==> src/rtl/ucl_pkg.sv <==
package ucl_pkg;
  typedef enum logic [1:0] {
    RG_CTRL = 2'd0,
    RG_WIN  = 2'd1,
    RG_ALO  = 2'd2,
    RG_AHI  = 2'd3
  } ucl_reg_e;

  localparam int CB_LOAD = 0;
  localparam int CB_RST  = 1;
  localparam int CB_STEP = 2;
  localparam int CB_PDIS = 6;
endpackage

==> src/rtl/ucl_addr_ctr.sv <==
module ucl_addr_ctr #(
  parameter int ADDR_W = 9,
  parameter int LANE_W = 2
) (
  input  logic              clk,
  input  logic              rst,
  input  logic              lo_we,
  input  logic              hi_we,
  input  logic [7:0]        wdata,
  input  logic              step,
  output logic [ADDR_W-1:0] word_addr,
  output logic [LANE_W-1:0] lane
);
  localparam int HI_W = ADDR_W - 8;
  localparam logic [LANE_W-1:0] LAST = '1;

  always_ff @(posedge clk) begin
    if (rst) begin
      word_addr <= '0;
      lane      <= '0;
    end else if (lo_we) begin
      word_addr[7:0] <= wdata;
      lane           <= '0;
    end else if (hi_we) begin
      word_addr[ADDR_W-1:8] <= wdata[HI_W-1:0];
      lane                  <= '0;
    end else if (step) begin
      lane <= lane + 1'b1;
      if (lane == LAST) word_addr <= word_addr + 1'b1;
    end
  end

  // an address register write leaves the lane pointer at 0
  a_r5_lane_clear: assert property (@(posedge clk) disable iff (rst)
    (lo_we || hi_we) |=> (lane == '0));

  // without an address write, the address either holds or steps by one
  a_r3_addr_step: assert property (@(posedge clk) disable iff (rst)
    (!lo_we && !hi_we) |=> (word_addr == $past(word_addr) ||
                            word_addr == ADDR_W'($past(word_addr) + 1'b1)));
endmodule

==> src/rtl/ucl_word_asm.sv <==
module ucl_word_asm #(
  parameter int ADDR_W = 9,
  parameter int DATA_W = 32,
  parameter int LANE_W = 2
) (
  input  logic              clk,
  input  logic              rst,
  input  logic              push,
  input  logic [LANE_W-1:0] lane,
  input  logic [7:0]        byte_in,
  input  logic [ADDR_W-1:0] word_addr,
  output logic              ram_we,
  output logic [ADDR_W-1:0] ram_waddr,
  output logic [DATA_W-1:0] ram_wdata
);
  localparam int BYTES = DATA_W / 8;
  localparam logic [LANE_W-1:0] LAST = '1;

  logic [7:0]        held [BYTES-1];
  logic [DATA_W-1:0] word_next;

  for (genvar g = 0; g < BYTES - 1; g++) begin : g_lane
    always_ff @(posedge clk) begin
      if (rst)                                held[g] <= '0;
      else if (push && lane == LANE_W'(g))    held[g] <= byte_in;
    end
  end

  always_comb begin
    word_next[DATA_W-1 -: 8] = byte_in;
    for (int i = 0; i < BYTES - 1; i++) word_next[i*8 +: 8] = held[i];
  end

  always_ff @(posedge clk) begin
    if (rst) begin
      ram_we    <= 1'b0;
      ram_waddr <= '0;
      ram_wdata <= '0;
    end else begin
      ram_we <= 1'b0;
      if (push && lane == LAST) begin
        ram_we    <= 1'b1;
        ram_waddr <= word_addr;
        ram_wdata <= word_next;
      end
    end
  end

  // a commit is always a single-cycle pulse
  a_r2_we_pulse: assert property (@(posedge clk) disable iff (rst)
    ram_we |=> !ram_we);
endmodule

==> src/rtl/ucode_byte_loader.sv <==
module ucode_byte_loader #(
  parameter int ADDR_W = 9,
  parameter int DATA_W = 32
) (
  input  logic              clk,
  input  logic              rst,
  input  logic [1:0]        reg_addr,
  input  logic [7:0]        reg_wdata,
  input  logic              reg_we,
  input  logic              reg_re,
  output logic [7:0]        reg_rdata,
  output logic [ADDR_W-1:0] ram_raddr,
  input  logic [DATA_W-1:0] ram_rdata,
  output logic              ram_we,
  output logic [ADDR_W-1:0] ram_waddr,
  output logic [DATA_W-1:0] ram_wdata,
  output logic              seq_rst,
  output logic              seq_step,
  output logic              seq_pause_dis
);
  import ucl_pkg::*;

  localparam int BYTES  = DATA_W / 8;
  localparam int LANE_W = $clog2(BYTES);
  localparam int HI_W   = ADDR_W - 8;

  logic              load_en;
  logic              win_wr, win_rd, push, step;
  logic [ADDR_W-1:0] word_addr;
  logic [LANE_W-1:0] lane;
  logic [7:0]        rd_next;

  assign win_wr = reg_we && reg_addr == RG_WIN;
  assign win_rd = reg_re && !reg_we && reg_addr == RG_WIN;
  assign push   = win_wr && load_en;
  assign step   = push || win_rd;

  always_ff @(posedge clk) begin
    if (rst) begin
      load_en       <= 1'b0;
      seq_rst       <= 1'b0;
      seq_step      <= 1'b0;
      seq_pause_dis <= 1'b0;
    end else if (reg_we && reg_addr == RG_CTRL) begin
      load_en       <= reg_wdata[CB_LOAD];
      seq_rst       <= reg_wdata[CB_RST];
      seq_step      <= reg_wdata[CB_STEP];
      seq_pause_dis <= reg_wdata[CB_PDIS];
    end
  end

  ucl_addr_ctr #(.ADDR_W(ADDR_W), .LANE_W(LANE_W)) i_addr (
    .clk       (clk),
    .rst       (rst),
    .lo_we     (reg_we && reg_addr == RG_ALO),
    .hi_we     (reg_we && reg_addr == RG_AHI),
    .wdata     (reg_wdata),
    .step      (step),
    .word_addr (word_addr),
    .lane      (lane)
  );

  ucl_word_asm #(.ADDR_W(ADDR_W), .DATA_W(DATA_W), .LANE_W(LANE_W)) i_asm (
    .clk       (clk),
    .rst       (rst),
    .push      (push),
    .lane      (lane),
    .byte_in   (reg_wdata),
    .word_addr (word_addr),
    .ram_we    (ram_we),
    .ram_waddr (ram_waddr),
    .ram_wdata (ram_wdata)
  );

  assign ram_raddr = word_addr;

  always_comb begin
    rd_next = '0;
    case (reg_addr)
      RG_CTRL: begin
        rd_next[CB_LOAD] = load_en;
        rd_next[CB_RST]  = seq_rst;
        rd_next[CB_STEP] = seq_step;
        rd_next[CB_PDIS] = seq_pause_dis;
      end
      RG_WIN:  rd_next = ram_rdata[lane*8 +: 8];
      RG_ALO:  rd_next = word_addr[7:0];
      default: rd_next[HI_W-1:0] = word_addr[ADDR_W-1:8];
    endcase
  end

  always_ff @(posedge clk) begin
    if (rst)         reg_rdata <= '0;
    else if (reg_re) reg_rdata <= rd_next;
  end

  // a blocked window write never commits
  a_r6_blocked: assert property (@(posedge clk) disable iff (rst)
    (win_wr && !load_en) |=> !ram_we);

  // a committed word goes to the address current at its last byte
  a_r2_waddr: assert property (@(posedge clk) disable iff (rst)
    ram_we |-> (ram_waddr == $past(word_addr)));

  // control writes reach the sequencer lines
  a_r7_ctrl: assert property (@(posedge clk) disable iff (rst)
    (reg_we && reg_addr == RG_CTRL) |=>
      (seq_rst == $past(reg_wdata[CB_RST]) && seq_pause_dis == $past(reg_wdata[CB_PDIS])));

  // unused high-address bits read as zero
  a_r4_hi_zero: assert property (@(posedge clk) disable iff (rst)
    (reg_re && !reg_we && reg_addr == RG_AHI) |=> (reg_rdata[7:HI_W] == '0));
endmodule

==> config.mk <==
export PLATFORM = sky130hd
export DESIGN_NAME = ucode_byte_loader
export DESIGN_NICKNAME = d
export VERILOG_FILES = /design/src/rtl/ucl_pkg.sv /design/src/rtl/ucl_addr_ctr.sv /design/src/rtl/ucl_word_asm.sv /design/src/rtl/ucode_byte_loader.sv
export SDC_FILE = /design/constraint.sdc
export NUM_CORES = 1
export LEC_CHECK = 0
export CAP_MARGIN = 30
export CORE_MARGIN = 2
export CORE_UTILIZATION = 51
export DETAILED_ROUTE_END_ITERATION = 8
export PLACE_DENSITY = 0.88
export SETUP_SLACK_MARGIN = 0.5
export SYNTH_ARGS = -nofsm -noshare
export SYNTH_HDL_FRONTEND = slang
export SYNTH_SLANG_ARGS = --single-unit
==> constraint.sdc <==
create_clock -name clk -period 2.6 [get_ports clk]
set_clock_uncertainty 0.15 [all_clocks]
set_input_delay 0.52 -clock clk [delete_from_list [all_inputs] [get_ports clk]]
set_output_delay 0.52 -clock clk [all_outputs]
set_load 0.05 [all_outputs]
==> metrics.yaml <==
global_route:
  track_usage_pct: 24.5
  grt_overflow: 0
  grt_pass1_wl_mm: 16.2
  grt_pass1_vias: 3407
  grt_antenna_before_repair: 0
  grt_start_max_net_pins: 43
timing:
  slew_violations: 0
  relSlewSlack_pct: 64.9
  tightest_slew_ns: 0.528
  setup_tns_ns: 0
  finalSetupViolations: 0
  hold_viol_final: 0
  fmax_mhz: 487
  fin_crit_ns: 2.06
  grt_setup_unrepaired: "false"
  final.period_utilization_pct: 79.1
floorplanning:
  io_pins: 108
  row_count: 31
  core_mm2: 0.00729
  start_util_pct: 52.7
  die_h_um: 90.8
  die-area_mm2: 0.00825
  die_w_um: 90.8
final_layout:
  final_cells: 628
  areaGrowthSynthToFinish_pct: 37.8
  nNetsFinal: 580
  drive_gt1_share_pct: 12.9
  antenna_cells: 0
yosys:
  postSynthCellCount: 402
  ys_top_cells_by_count: "105 x nand2_1, 65 x dfxtp_1, 47 x a21oi_1, 27 x and3_1, 24 x edfxtp_1"
  syn_area_mm2: 0.00385
  ys_seq_area_share_pct: 52.6
  synth_top_area_share_pct: 33.8
  yosysUniqueCellTypes: 42
  synthesis.nets: 458
  yosysTopAreaCell: "dfxtp_1"
  yosysWarnings: 0
  synth_most_common_cell: "nand2_1"
  ys_ff_latch: 89
  async_flop_share_pct: 0
  synth_area_leaders: "dfxtp_1 34%, edfxtp_1 19%, nand2_1 10%"
  synth_flop_cell: "dfxtp_1"
  avgSynthCellArea_um2: 9.57
  synth-edff-count: 24
worst_setup_path:
  crit_fanout: 6
  r2r_start: "i_addr.lane[1]"
  path_delay_family: "buffers and inverters"
  critPathCaptureType: "output pin"
  setup.worst_path.start_class: "flip-flop"
  critPathRequiredTime_ns: 1.93
  crit_chain: "clkdlybuf4s15_1"
  rr_worst_depth: 5
  crit_arrival_ns: 1.39
  timing.reg2reg.setup_slack_ns: 0.73
  cp_num_buf_inv: 1
  critPathMaxStageDelay_ns: 0.55
  critPathKind: "reg2out"
  r2r-end: "i_addr.word_addr[5]"
  cpMaxStageDelayCell: "clkdlybuf4s15_1"
route:
  viasPerCell: 5.46
  vias: 3428
  dr_wl_met3_um: 799
  drc: 0
  met2_wirelength_mm: 5.22
  dr.pass1.iters: 7
  dr.max_layer_used: "met4"
  routedWlPerCell_um: 15.9
  met1_length_mm: 3.79
  drt-initial-drc-count: 138
  wl_mm: 9.98
  detail-route-antenna-nets: 0
job:
  max_cap_viol_count: 0
worst_hold_path:
  hold_class: "reg2reg"
  min_to: "ram_wdata[20]"
  holdPathStages: 2
  hold_path.startpoint: "ram_wdata[20]"
clocking:
  htreeDepth: 3
  numCtsBuffers: 9
  cts_buffer_depth: 2
  clk_latency_ns: 0.35
  cts_tree: "done"
  cts.sinks: 89
  root_buffer: "clkbuf_8"
  clk_pin_slew_ns: 0.09
place:
  portBuffers: 107
  routabilityCongestion: 0.906
  dpl.hpwl_mm: 7.48
  placed_cells: 610
power:
  p_total_mw: 2.65
  p_sw_share_pct: 24.3
  intPower_mw: 2.01
  p_leak_nw: 2.24
  pwr_density_cell_mw_per_mm2: 501
  peakVddDrop_v: 0.000258
  switchingPower_mw: 0.646
  comb_power_share_pct: 10.2
  p_clk_share_pct: 34.8
  seq_power_share_pct: 55.0
run_status:
  status: "finished clean"
[tightest hold or removal path, stage by stage, from the launching register on]
cell and delay, ns:
dfxtp_1 0.31, nand2_1 0.05, a21oi_1 0.05
[stage by stage]
stage / hold WS [ns] / area, um^2 / setup WS, ns / utilization [%]
2_1_floorplan: 0.321 / 3850 / 0.680 / -
3_3_place_gp: 0.285 / 5140 / -0.170 / 70.5
3_5_place_dp: 0.292 / 5150 / -0.0460 / 70.6
4_1_cts: 0.307 / 5300 / 0.455 / 72.7
5_1_grt: 0.325 / 5300 / 0.515 / 72.7
6_report: 0.303 / 5300 / 0.545 / 72.7
[cell families (layout without fill, tap and decap cells)]
group                      after synthesis  after routing  share of synthesized area, %
DFF                                     89             89                          52.6
and+or+nand+nor                        169            169                          19.8
xor gates and xnor gates                 6              6                          1.37
AOI/OAI and AO/OA                       88             88                          14.8
muxes                                    9              9                          4.94
adders and majority gates               10             10                          3.25
buffers and inverters                   31            158                          3.25
[worst max-delay path by stage]
stage / from / to / slack, ns / cells past startpoint
3_3_place_gp: reg_addr[1] / i_asm.held[0][4] / -0.17 / 6
3_5_place_dp: reg_addr[1] / i_addr.word_addr[6] / -0.05 / 8
4_1_cts: i_addr.word_addr[0] / ram_raddr[0] / 0.45 / 1
5_1_grt: i_addr.word_addr[8] / ram_raddr[8] / 0.52 / 1
2_1_floorplan: reg_addr[1] / i_addr.word_addr[5] / 0.68 / 6
6_report: i_addr.word_addr[8] / ram_raddr[8] / 0.54 / 1
[timing repair]
action                                  in CTS  in global routing
hold buffers                                 0                  0
endpoints found under the setup margin     103                  7
pin swaps                                    3                  5
resized for setup                           73                 12
setup buffers                                1                  1
[power by group through the flow]
stage / registers [mW] / clock network [mW] / logic, mW
6_report: 1.46 / 0.923 / 0.270
5_1_grt: 1.46 / 1.00 / 0.289
4_1_cts: 1.46 / 0.943 / 0.269
3_5_place_dp: 1.49 / 0 / 0.274
3_3_place_gp: 1.49 / 0 / 0.269
2_1_floorplan: 1.52 / 0 / 0.0970
[registers in the layout (all words and copies together) (netlist names), 2 cells and up]
register,cells
ram_wdata,24
i_asm.held,24
i_asm.ram_wdata,8
reg_rdata,8
i_addr.lane,2
i_asm.ram_waddr,9
i_addr.word_addr,9
[layer usage]
layer  vias to the layer above  GRT usage (%)
met1                      1595           27.9
li1                       1673              -
met3                        13           6.93
met2                       147           43.7
met5                         -              0
met4                         0           9.09
[cells in the final DEF, fill, tap and decap left out, types with 2 or more instances in the layout]
master	instances
edfxtp_1	24
o21ai_0	5
dfxtp_1	65
ha_1	8
o32ai_1	2
nand3_1	8
mux4_2	8
nor2b_1	3
xnor2_1	6
a21o_1	3
clkbuf_2	4
nor4_2	2
nand2_1	104
a211oi_1	11
buf_4	27
clkbuf_8	10
a222oi_1	7
clkdlybuf4s50_1	40
and3_1	27
dlygate4sd2_1	59
clkinv_1	2
a221o_1	4
inv_1	5
a21oi_1	47
buf_2	2
nor3_1	3
nor2_1	13
ha_2	2
[area by class of cell]
| cell class | instances | area (um^2) |
|---|---|---|
| fillers | 584 | 1990 |
| flip-flops and latches | 89 | 2020 |
| well taps | 99 | 124 |
| multi-input cells | 282 | 1730 |
| clock inverters | 4 | 31.3 |
| clock buffers | 12 | 166 |
| inverters | 6 | 22.5 |
| repair buffers | 136 | 1200 |
No activity file was read; power rests on OpenSTA's default activity.
